### config.mk
export PLATFORM = sky130hd
export DESIGN_NAME = ssram_wr_ctl
export DESIGN_NICKNAME = d
export VERILOG_FILES = /design/src/rtl/ssram_pkg.sv /design/src/rtl/ssram_wr_decode.sv /design/src/rtl/ssram_access_seq.sv /design/src/rtl/ssram_lane_array.sv /design/src/rtl/ssram_wr_ctl.sv
export SDC_FILE = /design/constraint.sdc
export NUM_CORES = 1
export LEC_CHECK = 0
export ABC_AREA = 0
export CORE_ASPECT_RATIO = 1.1
export CORE_UTILIZATION = 50
export DETAILED_ROUTE_END_ITERATION = 6
export GPL_ROUTABILITY_DRIVEN = 0
export PLACE_DENSITY = 0.69
export SLEW_MARGIN = 40
export SYNTH_ARGS = -nofsm -noshare
export SYNTH_HDL_FRONTEND = slang
export SYNTH_SLANG_ARGS = --single-unit
### constraint.sdc
create_clock -name clk -period 1.66 [get_ports clk]
set_input_delay 0.415 -clock clk [delete_from_list [all_inputs] [get_ports clk]]
set_output_delay 0.415 -clock clk [all_outputs]
set_load 0.05 [all_outputs]
### src/rtl/ssram_pkg.sv
package ssram_pkg;
  typedef enum logic [1:0] {
    START_NONE  = 2'd0,
    START_PROC  = 2'd1,
    START_CTRL  = 2'd2,
    START_DESEL = 2'd3
  } start_kind_e;
endpackage

### src/rtl/ssram_wr_decode.sv
module ssram_wr_decode #(
  parameter int LANES = 2
) (
  input  logic             gw_n,
  input  logic             bwe_n,
  input  logic [LANES-1:0] byte_sel_n,
  output logic [LANES-1:0] req_mask
);
  // global write wins over the byte path on every lane
  for (genvar l = 0; l < LANES; l++) begin : g_lane
    assign req_mask[l] = !gw_n || (!bwe_n && !byte_sel_n[l]);
  end
endmodule

### src/rtl/ssram_access_seq.sv
module ssram_access_seq
  import ssram_pkg::*;
#(
  parameter int ADDR_W = 4,
  parameter int LANES  = 2
) (
  input  logic              clk,
  input  logic              rst_n,
  input  logic              chip_sel,
  input  logic              proc_strb_n,
  input  logic              ctrl_strb_n,
  input  logic [ADDR_W-1:0] addr,
  input  logic [LANES-1:0]  req_mask,
  output logic [ADDR_W-1:0] acc_addr,
  output logic [LANES-1:0]  lane_we,
  output logic              open_q,
  output logic              wrote_q
);
  start_kind_e       kind;
  logic              open_d;
  logic              addr_en;
  logic [ADDR_W-1:0] addr_q;

  always_comb begin
    if (chip_sel && !proc_strb_n)      kind = START_PROC;
    else if (chip_sel && !ctrl_strb_n) kind = START_CTRL;
    else if (!ctrl_strb_n)             kind = START_DESEL;
    else                               kind = START_NONE;
  end

  always_comb begin
    addr_en  = 1'b0;
    open_d   = open_q;
    acc_addr = addr_q;
    lane_we  = '0;
    unique case (kind)
      START_PROC: begin
        addr_en  = 1'b1;
        open_d   = 1'b1;
        acc_addr = addr;
      end
      START_CTRL: begin
        addr_en  = 1'b1;
        open_d   = 1'b1;
        acc_addr = addr;
        lane_we  = req_mask;
      end
      START_DESEL: open_d = 1'b0;
      default:     lane_we = open_q ? req_mask : '0;
    endcase
  end

  always_ff @(posedge clk or negedge rst_n) begin
    if (!rst_n) begin
      addr_q  <= '0;
      open_q  <= 1'b0;
      wrote_q <= 1'b0;
    end else begin
      if (addr_en) addr_q <= addr;
      open_q  <= open_d;
      wrote_q <= |lane_we;
    end
  end
endmodule

### src/rtl/ssram_lane_array.sv
module ssram_lane_array #(
  parameter int ADDR_W = 4,
  parameter int LANE_W = 9
) (
  input  logic              clk,
  input  logic              rst_n,
  input  logic              we,
  input  logic [ADDR_W-1:0] addr,
  input  logic [LANE_W-1:0] wdata,
  output logic [LANE_W-1:0] rdata_q
);
  localparam int DEPTH = 1 << ADDR_W;

  logic [LANE_W-1:0] mem [DEPTH];

  always_ff @(posedge clk) begin
    if (we) mem[addr] <= wdata;
  end

  // read returns the word as it was before a write on the same edge
  always_ff @(posedge clk or negedge rst_n) begin
    if (!rst_n) rdata_q <= '0;
    else        rdata_q <= mem[addr];
  end
endmodule

### src/rtl/ssram_wr_ctl.sv
module ssram_wr_ctl #(
  parameter int ADDR_W = 4,
  parameter int BYTE_W = 8,
  parameter int LANES  = 2,
  localparam int DATA_W = LANES * BYTE_W,
  localparam int BUS_W  = DATA_W + LANES
) (
  input  logic              clk,
  input  logic              rst_n,
  input  logic              chip_sel,
  input  logic              proc_strb_n,
  input  logic              ctrl_strb_n,
  input  logic [ADDR_W-1:0] addr,
  input  logic              gw_n,
  input  logic              bwe_n,
  input  logic [LANES-1:0]  byte_sel_n,
  input  logic              oe_n,
  input  logic [BUS_W-1:0]  bus_din,
  output logic [BUS_W-1:0]  bus_dout,
  output logic              bus_drv
);
  localparam int LANE_W = BYTE_W + 1;

  logic [1:0]        rst_pipe;
  logic              rst_int_n;
  logic [LANES-1:0]  req_mask;
  logic [LANES-1:0]  lane_we;
  logic [ADDR_W-1:0] acc_addr;
  logic              open_q;
  logic              wrote_q;
  logic [LANE_W-1:0] lane_wd [LANES];
  logic [LANE_W-1:0] lane_rd [LANES];

  always_ff @(posedge clk or negedge rst_n) begin
    if (!rst_n) rst_pipe <= 2'b00;
    else        rst_pipe <= {rst_pipe[0], 1'b1};
  end
  assign rst_int_n = rst_pipe[1];

  ssram_wr_decode #(.LANES(LANES)) u_dec (
    .gw_n       (gw_n),
    .bwe_n      (bwe_n),
    .byte_sel_n (byte_sel_n),
    .req_mask   (req_mask)
  );

  ssram_access_seq #(.ADDR_W(ADDR_W), .LANES(LANES)) u_seq (
    .clk         (clk),
    .rst_n       (rst_int_n),
    .chip_sel    (chip_sel),
    .proc_strb_n (proc_strb_n),
    .ctrl_strb_n (ctrl_strb_n),
    .addr        (addr),
    .req_mask    (req_mask),
    .acc_addr    (acc_addr),
    .lane_we     (lane_we),
    .open_q      (open_q),
    .wrote_q     (wrote_q)
  );

  for (genvar l = 0; l < LANES; l++) begin : g_lane
    assign lane_wd[l] = {bus_din[DATA_W + l], bus_din[l*BYTE_W +: BYTE_W]};
    assign bus_dout[l*BYTE_W +: BYTE_W] = lane_rd[l][BYTE_W-1:0];
    assign bus_dout[DATA_W + l]         = lane_rd[l][BYTE_W];

    ssram_lane_array #(.ADDR_W(ADDR_W), .LANE_W(LANE_W)) u_arr (
      .clk     (clk),
      .rst_n   (rst_int_n),
      .we      (lane_we[l]),
      .addr    (acc_addr),
      .wdata   (lane_wd[l]),
      .rdata_q (lane_rd[l])
    );
  end

  assign bus_drv = !oe_n && open_q && !wrote_q;
endmodule

== After elaboration in Yosys (flattened, before gate mapping) ==
Memories as Yosys holds them, arrays and structs flattened. A register that Yosys moved wholly into a read port is not among the register bits.
Cells that the tools add are included.
Cells by class
  add/sub/neg operators: 0
  $mul: 0
  divide/modulo/power cells: 0
  order comparisons: 0
  equal/unequal tests: 3
  shift-type cells: 0
  multiplexer cells: 12
  bitwise operators: 0
  reductions and logical operators: 22
Operators with widths (number)
  zero test 1 bit: 10
  two-way mux 2 bit: 4
  logical AND 1 bit: 6
  OR reduction 2 bit: 3
  two-way mux 1 bit: 5
  == test 2 bit (second input constant): 2
  two-way mux 4 bit: 1
  one-hot mux 2 bit (2 select lines): 1
  == test 2 x 1 -> 1 bit (second input constant): 1
  logical OR 1 bit: 2
  one-hot mux 1 bit (2 select lines): 1
  nonzero test 2 bit: 1
Word-level totals
  flip-flop bits (word level): 8
  bits in latches: 0
  memory bits (writable): 288
  ROM bits: 0
  input bits: 32
  logic and storage cells: 43
  memories kept: 2
Memory list
  g_lane[0].u_arr.mem: words 16, bits a word 9, read ports 1, clocked after memory_dff 1, write ports 1, RTL line ssram_lane_array.sv:14  | logic [LANE_W-1:0] mem [DEPTH];
  g_lane[1].u_arr.mem: words 16, bits a word 9, read ports 1, clocked after memory_dff 1, write ports 1, RTL line ssram_lane_array.sv:14

== Logic depth before layout (Yosys ltp) ==
  word-level depth: 9
  mapped depth: 11
  gate-level depth less buffers: 7

== Cells and area by module ==
From an unflattened synthesis, not the netlist that was laid out.
Second synthesis, totals
  cells, all modules: 543
  area total of the unflattened synthesis: 11962.7 sq um
By module, submodules not included
  ssram_lane_array: instances 2, cells each 256, area an instance 5791.8 sq um
  ssram_access_seq: instances 1, cells each 25, area an instance 302.8 sq um
  ssram_wr_ctl: instances 1, cells each 4, area an instance 66.3 sq um
  ssram_wr_decode: instances 1, cells each 2, area an instance 10.0 sq um

== Least setup slack after synthesis ==
OpenSTA, ideal clock, no wires.
  kind: input-to-reg
  from: input chip_sel
  to: memory g_lane[0].u_arr.mem[4][0], enable pin
  data arrival time: 2.681 ns
  required time: 1.273 ns
  slack: -1.407 ns
  stages: 9
  buffers on the path: 3
  path through: mux2i_1 > inv_1 > ha_1 > buf_6 > or3b_1 > buf_2 > and2_1 > clkbuf_1 > nor3_1
On the way
  cells in the longest elaborated chain, start to end: 8
  elaborated cells on any way between the ends: 13
  classes of those cells: 3 x eq/ne; 6 x mux; 4 x reduce/logical
RTL lines
  start, declared: RTL line ssram_wr_ctl.sv:10  | input logic chip_sel,
  logical AND 1 bit: RTL line ssram_access_seq.sv:26  | else if (chip_sel && !ctrl_strb_n) kind = START_CTRL;
  two-way mux 2 bit: RTL line ssram_access_seq.sv:26
  two-way mux 2 bit *: RTL line ssram_access_seq.sv:25  | if (chip_sel && !proc_strb_n) kind = START_PROC;
  == test 2 bit or == test 2 x 1 -> 1 bit (tied branches): RTL line ssram_access_seq.sv:36  | unique case (kind)
  OR reduction 2 bit (no source line)
  one-hot mux 2 bit (2 select lines): RTL line ssram_access_seq.sv:36
  two-way mux 1 bit: RTL line ssram_lane_array.sv:17  | if (we) mem[addr] <= wdata;
  two-way mux 1 bit (implied by the code): RTL line ssram_lane_array.sv:17
  end, declared: RTL line ssram_lane_array.sv:14
Mark *: on every way between the ends. The rest lies on a longest branch, timed or not.

== Worst setup path in the final report ==
  from: input chip_sel
  to: memory g_lane[0].u_arr.mem[1][8], enable pin
The elaborated chain is that of the path after synthesis.

==> metrics.csv <==
stage,metric,value,unit
status,violations,negative setup slack,
synthesis,synth_most_common_cell,edfxtp_1,
sta,setup_ws,-470.2,ps
drt,first_pass_iters,6,
synthesis,synthCells,879,
layout,area_growth,38.72,%
synthesis,synth_cell_type_count,43,
setup_path,rr_worst_depth,7,
drt,drt_iter0_markers,825,
floorplan,start_util,50.88,%
global_routing,grt_start_max_net_pins,31,
place,hpwl,21.69,mm
sta,finClkSkew,14.95,ps
setup_path,crit_type,input port to flop,
synthesis,synth_top_area_share,65.02,%
drt,wl_per_cell,23.93,um
run,maxCapViolCount,0,
drt,antenna_left,0,
status,status,"finished, violations left",
place,postPlaceCellArea,16540,um2
pwr,irDropWorstVdd,0.8892,mV
setup_path,critPathRequiredTime,1930,ps
clock_tree,clk_latency,560,ps
place,port_buffers,50,
layout,nets,1150,
sta,max_slew_margin,61.25,%
synthesis,yosys.area.top_type,edfxtp_1,
drt,drc,0,
clock_tree,numCtsBuffers,29,
layout,antenna_cells,0,
layout,final_util,70.58,%
synthesis,syn_nets,915,
clock_tree,clk_pin_slew,60,ps
global_routing,grt-ovfl-total,0,
hold_path,hold_class,input port to async pin,
global_routing,grt_pass1_wl,53.99,mm
floorplan,die_h,173.1,um
sta,post-route-min-period,2130,ps
sta,rsz0062_at_grt,true,
drt,via_per_inst,6.075,
sta,setup_violations,307,
floorplan,die_x,157.5,um
floorplan,core-area,26140,um2
global_routing,grt_usage,26.60,%
pwr,power.density,1152,nW/um2
clock_tree,cts_tree,done,
sta,hold_viol,0,
setup_path,cp_max_fo,7,
global_routing,grt_pass1_vias,9166,
synthesis,syn_area,13300,um2
clock_tree,holdBufCountCts,0,
clock_tree,htreeDepth,1,
clock_tree,clock-sinks,314,
synthesis,synthArstFlopShare,8.280,%
clock_tree,clock_path_buffers,3,
sta,tns,-117570,ps
layout,drive_gt1_share,37.73,%
floorplan,pin_count,51,
synthesis,synth-edff-count,288,
setup_path,endpoint_kind,flop,
drt,vias,9045,
place,pre_cts_ws,-1582,ps
synthesis,synth_area_per_cell,15.13,um2
floorplan,rows,62,
synthesis,ys_seq_area_share,69.91,%
sta,max_freq,469.4,MHz
drt,drt_wl_total,35.64,mm
synthesis,yosys_warnings,0,
synthesis,synth_seq_cells,314,
setup_path,startpoint_type,input port,
synthesis,synth.area.top_cells,"edfxtp_1, mux4_2, dfrtp_1",
synthesis,synth_ff_type,edfxtp_1,
synthesis,synthTopCellsByCount,"edfxtp_1, nand2_1, a21boi_0",
clock_tree,root_buffer,clkbuf_16,
sta,timing.final.crit_share,128.3,%
sta,slew_violations,0,
sta,worst_pin_slew,579.4,ps
pwr,power_leakage,6.710,nW
global_routing,antenna_found_initial,0,
setup_path,arrival,2400,ps
layout,design_area,18450,um2
floorplan,dieArea,27260,um2
## final timing paths
check	startpoint	to	slack [ps]
max	chip_sel	g_lane[0].u_arr.mem[1][8]$_DFFE_PP_	-470
min	rst_n	rst_pipe[0]$_DFF_PN0_	10
max reg2reg	u_seq.addr_q[0]$_DFFE_PN0N_	g_lane[1].u_arr.rdata_q[4]$_DFF_PN0_	-340
min reg2reg	rst_pipe[1]$_DFF_PN0_	u_seq.wrote_q$_DFF_PN0_	260
max in group asynchronous	rst_pipe[1]$_DFF_PN0_	u_seq.addr_q[0]$_DFFE_PN0N_	1050
min in group clk	proc_strb_n	u_seq.open_q$_DFFE_PN0P_	330
## cell families after synthesis
group	share of synthesized area [%]
adder cells (fa/ha/maj)	0.3763
flip-flops	69.91
AND/OR/NAND/NOR	6.857
buffers and inverters	3.556
AO/OA/AOI/OAI	12.51
other	0.02819
multiplexers	6.763
## registers in the layout, summed over array words and instances (netlist names)
register and count:
u_seq.open_q 1, u_seq.wrote_q 1, u_seq.addr_q 4, g_lane.u_arr.mem 288, rst_pipe 2, g_lane.u_arr.rdata_q 18
## placed cells by master, fill, tap and decap left out, types with 4 or more instances in the layout
master / instances
clkdlybuf4s50_1: 27
buf_6: 26
nand4_1: 18
o21ai_1: 14
clkinv_2: 9
a21boi_1: 12
buf_4: 129
o21ai_2: 19
mux4_2: 36
dfrtp_1: 25
edfxtp_1: 288
o22ai_1: 36
clkinv_1: 5
buf_12: 78
nand2b_1: 37
buf_8: 5
bufinv_16: 4
a21boi_0: 60
o32ai_1: 36
clkbuf_16: 32
nand2_1: 76
o41ai_2: 20
o21ai_0: 7
clkbuf_1: 5
o41ai_1: 16
inv_1: 40
nor3_4: 33
## what timing repair did
action                     in CTS  in global routing
pin swaps                      21                 17
cloned                          6                  3
setup endpoints to repair     310                307
resized for setup              91                 53
buffers inserted               44                 14
## per-layer routing
layer / vias to the layer above / wire [um] / share of wire [%] / GRT usage (%)
met3: 83 / 2822 / 7.9 / 5.188
met5: - / 0 / 0 / 0
li1: 3960 / - / - / -
met4: 0 / 963 / 2.7 / 7.727
met2: 433 / 17770 / 50 / 43.58
met1: 4569 / 14080 / 40 / 36.16
## per-stage QoR
step | cells | total power, mW | hold slack, ps
floorplan | 879 | 11.71 | 119.4
global placement | 1383 | 13.85 | 256.3
detailed placement | 1383 | 13.95 | 270.9
CTS | 1486 | 21.03 | 12.97
global route | 1489 | 21.81 | 23.05
finish | 1489 | 21.25 | 14.61
## cell type report
class,instances,area (um2)
Sequential cell,314,9300
Clock buffer,34,744.5
Inverter,41,153.9
Multi-Input combinational cell,456,4303
Timing Repair Buffer,272,3308
Clock inverter,20,201.4
Fill cell,1557,7691
Tap cell,352,440.4
## where the power goes
part / switching, mW / internal, mW / total [mW]
clock network: 2.87 / 3.83 / 6.70
registers: 0.261 / 8.94 / 9.20
logic: 2.79 / 2.56 / 5.36
## critical path, stage by stage
cell,delay [ps]
buf_8,80
mux2i_4,220
inv_2,70
ha_4,250
buf_6,130
or3b_4,410
buf_6,140
and2_4,180
buf_12,140
nor3_4,190
buf_12,170
(Power assumes the default switching activity.)
